--- src/rtl/hct_pkg.sv ---
package hct_pkg;
  localparam int CMD_W     = 3;
  localparam int BIT_START = 0;
  localparam int BIT_HALT  = 1;
  localparam int BIT_SEND  = 2;
  typedef logic [CMD_W-1:0] cmd_t;
endpackage

--- src/rtl/hct_cmd_reg.sv ---
module hct_cmd_reg
  import hct_pkg::*;
(
  input  logic clk,
  input  logic rst_n,
  input  logic wr_en,
  input  cmd_t wr_data,
  input  cmd_t clr,
  input  logic auto_mode,
  output cmd_t pend,
  output logic busy
);
  cmd_t nxt;

  // Per-bit next state: drop on clear, set again by any write (OR-merge)
  for (genvar i = 0; i < CMD_W; i++) begin : g_bit
    assign nxt[i] = (pend[i] & ~clr[i]) | (wr_en & wr_data[i]);
  end

  always_ff @(posedge clk or negedge rst_n) begin
    if (!rst_n) pend <= '0;
    else        pend <= nxt;
  end

  assign busy = |pend;

  // every bit written is pending on the next cycle
  a_r1_or_merge: assert property (@(posedge clk) disable iff (!rst_n)
    wr_en |=> ((pend & $past(wr_data)) == $past(wr_data)));

  // reset command lives one cycle unless rewritten
  a_r3_halt_selfclear: assert property (@(posedge clk) disable iff (!rst_n)
    pend[BIT_HALT] |=> (!pend[BIT_HALT] || $past(wr_en && wr_data[BIT_HALT])));

  // send command is dropped outside automatic mode
  a_r8_send_dropped: assert property (@(posedge clk) disable iff (!rst_n)
    (pend[BIT_SEND] && !auto_mode) |=> (!pend[BIT_SEND] || $past(wr_en && wr_data[BIT_SEND])));
endmodule

--- src/rtl/hct_req_arb.sv ---
module hct_req_arb (
  input  logic clk,
  input  logic rst_n,
  input  logic auto_mode,
  input  logic want_poll,
  input  logic want_iframe,
  input  logic req_ready,
  output logic req_valid,
  output logic req_poll,
  output logic acc_poll,
  output logic acc_iframe
);
  logic hold, hold_poll, accept;

  assign req_valid  = auto_mode & (hold | want_poll | want_iframe);
  assign req_poll   = hold ? hold_poll : want_poll;   // poll first when free
  assign accept     = req_valid & req_ready;
  assign acc_poll   = accept & req_poll;
  assign acc_iframe = accept & ~req_poll;

  // Lock the presented kind until the transmitter takes it
  always_ff @(posedge clk or negedge rst_n) begin
    if (!rst_n) begin
      hold      <= 1'b0;
      hold_poll <= 1'b0;
    end else if (!auto_mode || accept) begin
      hold      <= 1'b0;
    end else if (req_valid) begin
      hold      <= 1'b1;
      hold_poll <= req_poll;
    end
  end

  // a stalled request keeps its kind
  a_r9_hold_kind: assert property (@(posedge clk) disable iff (!rst_n)
    (req_valid && !req_ready && auto_mode) |=>
      (!auto_mode || (req_valid && req_poll == $past(req_poll))));
endmodule

--- src/rtl/hct_timer.sv ---
module hct_timer #(
  parameter int TMR_W = 16
) (
  input  logic             clk,
  input  logic             rst_n,
  input  logic             start,
  input  logic             stop,
  input  logic             tick,
  input  logic             one_shot,
  input  logic [TMR_W-1:0] reload,
  output logic             irq
);
  localparam logic [TMR_W-1:0] ONE = TMR_W'(1);

  logic             run;
  logic [TMR_W-1:0] cnt;
  logic             last;

  assign last = (cnt <= ONE);

  always_ff @(posedge clk or negedge rst_n) begin
    if (!rst_n) begin
      run <= 1'b0;
      cnt <= '0;
      irq <= 1'b0;
    end else begin
      irq <= 1'b0;
      if (stop) begin
        run <= 1'b0;                 // stop outranks start
      end else if (start) begin
        run <= 1'b1;
        cnt <= reload;
      end else if (run && tick) begin
        if (last) begin
          irq <= 1'b1;
          if (one_shot) run <= 1'b0;
          else          cnt <= reload;
        end else begin
          cnt <= cnt - ONE;
        end
      end
    end
  end

  // a stop request always leaves the timer idle
  a_r5_stop_wins: assert property (@(posedge clk) disable iff (!rst_n)
    stop |=> !run);

  // automatic mode halts after an expiry
  a_r7_one_shot: assert property (@(posedge clk) disable iff (!rst_n)
    (run && tick && last && one_shot && !start && !stop) |=> (!run && irq));

  // an interrupt only comes from a running timer that saw a tick
  a_r4_irq_source: assert property (@(posedge clk) disable iff (!rst_n)
    irq |-> $past(run && tick));
endmodule

--- src/rtl/hdlc_cmd_timer.sv ---
module hdlc_cmd_timer
  import hct_pkg::*;
#(
  parameter int TMR_W = 16
) (
  input  logic             clk,
  input  logic             rst_n,
  input  logic             wr_en,
  input  logic [2:0]       wr_data,
  input  logic [TMR_W-1:0] reload,
  input  logic             auto_mode,
  input  logic             tick,
  input  logic             iframe_sent,
  input  logic             ack_rcvd,
  input  logic             req_ready,
  output logic             req_valid,
  output logic             req_poll,
  output logic             busy,
  output logic             timer_irq
);
  cmd_t pend, clr;
  logic acc_poll, acc_iframe;
  logic t_start, t_stop;

  hct_cmd_reg u_cmd (
    .clk(clk), .rst_n(rst_n), .wr_en(wr_en), .wr_data(wr_data),
    .clr(clr), .auto_mode(auto_mode), .pend(pend), .busy(busy)
  );

  hct_req_arb u_arb (
    .clk(clk), .rst_n(rst_n), .auto_mode(auto_mode),
    .want_poll(pend[BIT_START]), .want_iframe(pend[BIT_SEND]),
    .req_ready(req_ready), .req_valid(req_valid), .req_poll(req_poll),
    .acc_poll(acc_poll), .acc_iframe(acc_iframe)
  );

  // Frame commands wait for the handover in auto mode; all else clears at once
  always_comb begin
    clr            = '0;
    clr[BIT_START] = pend[BIT_START] & (auto_mode ? acc_poll : 1'b1);
    clr[BIT_HALT]  = pend[BIT_HALT];
    clr[BIT_SEND]  = pend[BIT_SEND] & (auto_mode ? acc_iframe : 1'b1);
  end

  assign t_start = auto_mode ? (acc_poll | iframe_sent) : pend[BIT_START];
  assign t_stop  = pend[BIT_HALT] | (auto_mode & ack_rcvd);

  hct_timer #(.TMR_W(TMR_W)) u_tmr (
    .clk(clk), .rst_n(rst_n), .start(t_start), .stop(t_stop),
    .tick(tick), .one_shot(auto_mode), .reload(reload), .irq(timer_irq)
  );

  // a pending poll command in auto mode is always presented
  a_r6_poll_presented: assert property (@(posedge clk) disable iff (!rst_n)
    (auto_mode && pend[BIT_START]) |-> req_valid);
endmodule

--- config.mk ---
export PLATFORM = sky130hd
export DESIGN_NAME = hdlc_cmd_timer
export DESIGN_NICKNAME = d
export VERILOG_FILES = /design/src/rtl/hct_pkg.sv /design/src/rtl/hct_cmd_reg.sv /design/src/rtl/hct_req_arb.sv /design/src/rtl/hct_timer.sv /design/src/rtl/hdlc_cmd_timer.sv
export SDC_FILE = /design/constraint.sdc
export NUM_CORES = 1
export LEC_CHECK = 0
export BUFFER_PORTS_ARGS = -buffer_cell sky130_fd_sc_hd__buf_2
export CELL_PAD_IN_SITES_DETAIL_PLACEMENT = 0
export CELL_PAD_IN_SITES_GLOBAL_PLACEMENT = 1
export CORE_MARGIN = 5
export CORE_UTILIZATION = 30
export DETAILED_ROUTE_END_ITERATION = 16
export PLACE_DENSITY_LB_ADDON = 0.25
export SYNTH_ARGS = -nofsm -noshare
export SYNTH_HDL_FRONTEND = slang
export SYNTH_SLANG_ARGS = --single-unit
--- constraint.sdc ---
create_clock -name clk -period 3 [get_ports clk]
set_input_delay 0.6 -clock clk [delete_from_list [all_inputs] [get_ports clk]]
set_output_delay 0.6 -clock clk [all_outputs]
set_load 0.02 [all_outputs]
==> impl_summary.log <==
[metrics] most area-hungry cell type in the Yosys netlist: sky130_fd_sc_hd__dfrtp_1
[metrics] depth of the CTS H-tree: 1
[metrics] setup repair after global routing missed its margin: no
[metrics] most used routing layer in global routing: met2
[metrics] Clock Pin Slew Worst Setup and Hold Paths: 100 ps
[metrics] Gate Count Post-Synth: 164
[metrics] number of cells after detailed placement: 261
[metrics] DP Worst Slack: 294 ps
[metrics] first drt pass iteration count: 4
[metrics] Post-Synthesis Cell Area: 1530 sq um
[metrics] Post-CTS Hold Fix Bufs: 0
[metrics] most numerous cell on the critical path: sky130_fd_sc_hd__or4_4
[metrics] final sum of negative setup slack: 0 ps
[metrics] cell count along the critical path: 5
[metrics] number of filler cells placed in the layout: 552
[metrics] full die area: 6610 sq um
[metrics] cells along the critical path: or4_4 -> or4_1 -> or4_4 -> nand2_1 -> o2bb2ai_1
[metrics] Critical Path Slowest Stage Cell: sky130_fd_sc_hd__or4_4
[metrics] share of the synthesized area in the top cell type: 37.7%
[metrics] number of buffer and inverter stages on the critical path: 0
[metrics] Gates resized, CTS repair: 0
[metrics] register-to-register path setup slack: 270 ps
[metrics] critical path class: reg2reg
[metrics] filler-free cell count of the finished design: 265
[metrics] Post-Syn Nets: 193
[metrics] maximum cell stage delay along the critical path: 640 ps
[metrics] later-pin clock latency in the skew report: 270 ps
[metrics] switching power: 0.000402 W
[metrics] floorplan die width: 81.3 microns
[metrics] type of origin of the critical path: flip-flop
[metrics] number of warning messages in the yosys log: 0
[metrics] half-perimeter wire length after detailed placement: 3110 microns
[metrics] switching part of the total power: 38.3%
[metrics] number of synthesized register bits: 23
[metrics] layout cell share with drive strength beyond 1: 26.2%
[metrics] Final setup viols: 0
[metrics] wire length per cell: 15.5 microns
[metrics] combinational cell fraction of total power: 32.7%
[metrics] family with the most delay on the worst path: simple AND/OR/NAND/NOR gates
[metrics] met2 global-route usage: 22.8%
[metrics] signal arrival time at the worst endpoint: 2870 ps
[metrics] pin count of the biggest net entering global routing: 24
[metrics] TritonCTS clock tree: done
[metrics] antenna-violating nets left: 0
[metrics] Crit Reg-Reg Endpoint: u_tmr.cnt[3]
[metrics] area inside the core boundary: 5010 sq um
[metrics] Final Net Count: 225
[metrics] met3 demand-to-capacity share in global routing: 3.22%
[metrics] required arrival time at the worst endpoint: 3140 ps
[metrics] vias in the first global route: 1445
[metrics] fraction of the yosys area taken by sequential cells: 37.7%
[metrics] worst slew margin relative to its limit: 61.9%
[metrics] maximum vdd drop: 190 uV
[metrics] r2r startpoint: u_tmr.cnt[10]
[metrics] number of max-slew violations in the final report: 0
[metrics] Vias/cell: 5.29
[metrics] leakage dissipation: 0.770 nW
[metrics] number of cells on the worst reg-to-reg path: 5
[metrics] total routed wirelength: 4120 microns
[metrics] PwrDens: 582 nW/um^2
[metrics] class of the most critical hold timing path: in2async
[metrics] Post-Route Skew: 13.3 ps
[metrics] most common cell after layout, fill and taps aside: sky130_fd_sc_hd__buf_2
[metrics] max_cap viols: 0
[metrics] worst path setup slack after routing: 266 ps
[metrics] wire length of the first global-routing pass: 6910 microns
[metrics] dominant cells by area after synthesis: sky130_fd_sc_hd__dfrtp_1, sky130_fd_sc_hd__mux2i_1, sky130_fd_sc_hd__o211ai_1
[metrics] power share of the sequential group: 48.1%
[metrics] number of different library cells in the post-synthesis netlist: 38
[metrics] endpoint type of the worst setup path: flip-flop
[metrics] number of port buffers: 30
[metrics] Post-CTS Setup Repair Bufs: 0
[metrics] total number of vias: 1402
[metrics] commonest non-fill, non-tap cells in the layout: sky130_fd_sc_hd__buf_2, sky130_fd_sc_hd__dfrtp_1, sky130_fd_sc_hd__o211ai_1
[metrics] Final Hold Violating Endpoints: 0
[metrics] Clock Root Buffer: sky130_fd_sc_hd__clkbuf_8
[metrics] Final period util: 91.1%
[metrics] Congestion Overflow GR: 0
[metrics] total routing usage reported by global routing: 13.3%
[metrics] initial antenna violation count: 0
[metrics] initial core utilization: 30.5%
[metrics] clock network power share: 19.2%
[metrics] maximum fanout encountered on the critical timing path: 18
[metrics] DRC viols: 0
[metrics] Die Ht: 81.3 microns
[metrics] maximum clock insertion buffer count: 2
[metrics] number of antenna repair diodes: 0
[metrics] std cell rows: 26
[metrics] mean instance size in the synthesized netlist: 9.31 sq um
[metrics] Fmax: 0.366 GHz
[metrics] 1st-iter DRT viols: 98
[metrics] CTS Buf Count: 3
[metrics] clock sink count: 23
[metrics] internal power summed over all cells: 0.000646 W
[metrics] area growth from synthesis to layout: 17.9%
[metrics] RD Place Congestion: 0.823
[metrics] transition time at the pin with the least slew margin: 571 ps
[metrics] shortest clock period the worst path allows after layout: 2730 ps
[metrics] Ports: 31
[metrics] outcome: complete, no violations
[metrics] met1 Track Usage GR: 17.0%
synthesized netlist by cell type, drive strengths merged:
master,number
buf,6
nor3b,1
a21o,1
a32oi,2
or3,1
dfrtp,23
clkbuf,4
o41ai,1
o211ai,15
or4b,1
nor2,10
nand4,3
o2bb2ai,8
and3,1
o21ai,5
mux2i,11
nand3b,1
a2bb2oi,1
a21oi,5
nor3,5
inv,9
o211a,1
nor4,8
nand3,7
or4,4
a32o,1
and2,5
ha,2
o31a,1
a22oi,7
nand2,12
a31oi,2
through the flow:
stage | power, W | hold slack, ps | instance area (sq um) | util, %
after global routing | 0.00112 | 361 | 1800 | 35.9
final | 0.00105 | 311 | 1800 | 35.9
after global placement | 0.000843 | 489 | 1750 | 35.0
after floorplan | 0.000745 | 304 | 1530 | -
after detailed placement | 0.000850 | 489 | 1750 | 35.0
after CTS | 0.00105 | 334 | 1800 | 35.9
kinds of logic (layout without fill, tap and decap cells):
kind of cell / after synthesis / after routing / share of synthesized area (%)
DFF: 23 / 23 / 37.7
buffers and inverters: 19 / 50 / 6.39
and+or+nand+nor: 59 / 59 / 21.0
adders and majority gates: 2 / 2 / 1.64
muxes: 11 / 11 / 7.21
AOI/OAI and AO/OA: 50 / 50 / 26.1
how the worst max path moves through the flow:
| stage | slack (ps) | from | to |
|---|---|---|---|
| 2_1_floorplan | 370 | u_tmr.cnt[10] | u_tmr.cnt[2] |
| 3_3_place_gp | 370 | u_tmr.cnt[10] | u_tmr.cnt[12] |
| 3_5_place_dp | 290 | u_tmr.cnt[10] | u_tmr.cnt[14] |
| 4_1_cts | 270 | u_tmr.cnt[10] | u_tmr.cnt[14] |
| 5_1_grt | 170 | u_tmr.cnt[10] | u_tmr.cnt[14] |
| 6_report | 270 | u_tmr.cnt[10] | u_tmr.cnt[3] |
registers in the layout (all words and copies together) (netlist names):
register and count:
u_arb.hold 1, u_arb.hold_poll 1, u_cmd.pend 3, u_tmr.cnt 16, u_tmr.irq 1, u_tmr.run 1
final cells by class:
| cell class | instances | area [sq um] | share of cell area (%) |
|---|---|---|---|
| timing repair buffer | 37 | 203 | 11.3 |
| sequential | 23 | 576 | 32.0 |
| multi-input combinational | 122 | 853 | 47.4 |
| tap | 70 | 87.6 | 4.87 |
| clock inverter | 1 | 5.00 | 0.278 |
| clock buffer | 3 | 41.3 | 2.29 |
| inverter | 9 | 33.8 | 1.88 |
routing by layer:
layer  vias to the layer above  part of all wire [%]
met2                        31                    47
met4                         0                  0.49
met3                         2                   5.0
met5                         -                     0
met1                       675                    47
li1                        694                     -
power groups by stage:
stage	logic, W	clock network [W]	registers [W]
finish	0.000342	0.000201	0.000504
global route	0.000382	0.000221	0.000519
CTS	0.000346	0.000206	0.000502
detailed placement	0.000342	0	0.000508
global placement	0.000335	0	0.000508
floorplan	0.000279	0	0.000465
(Power assumes the default switching activity.)
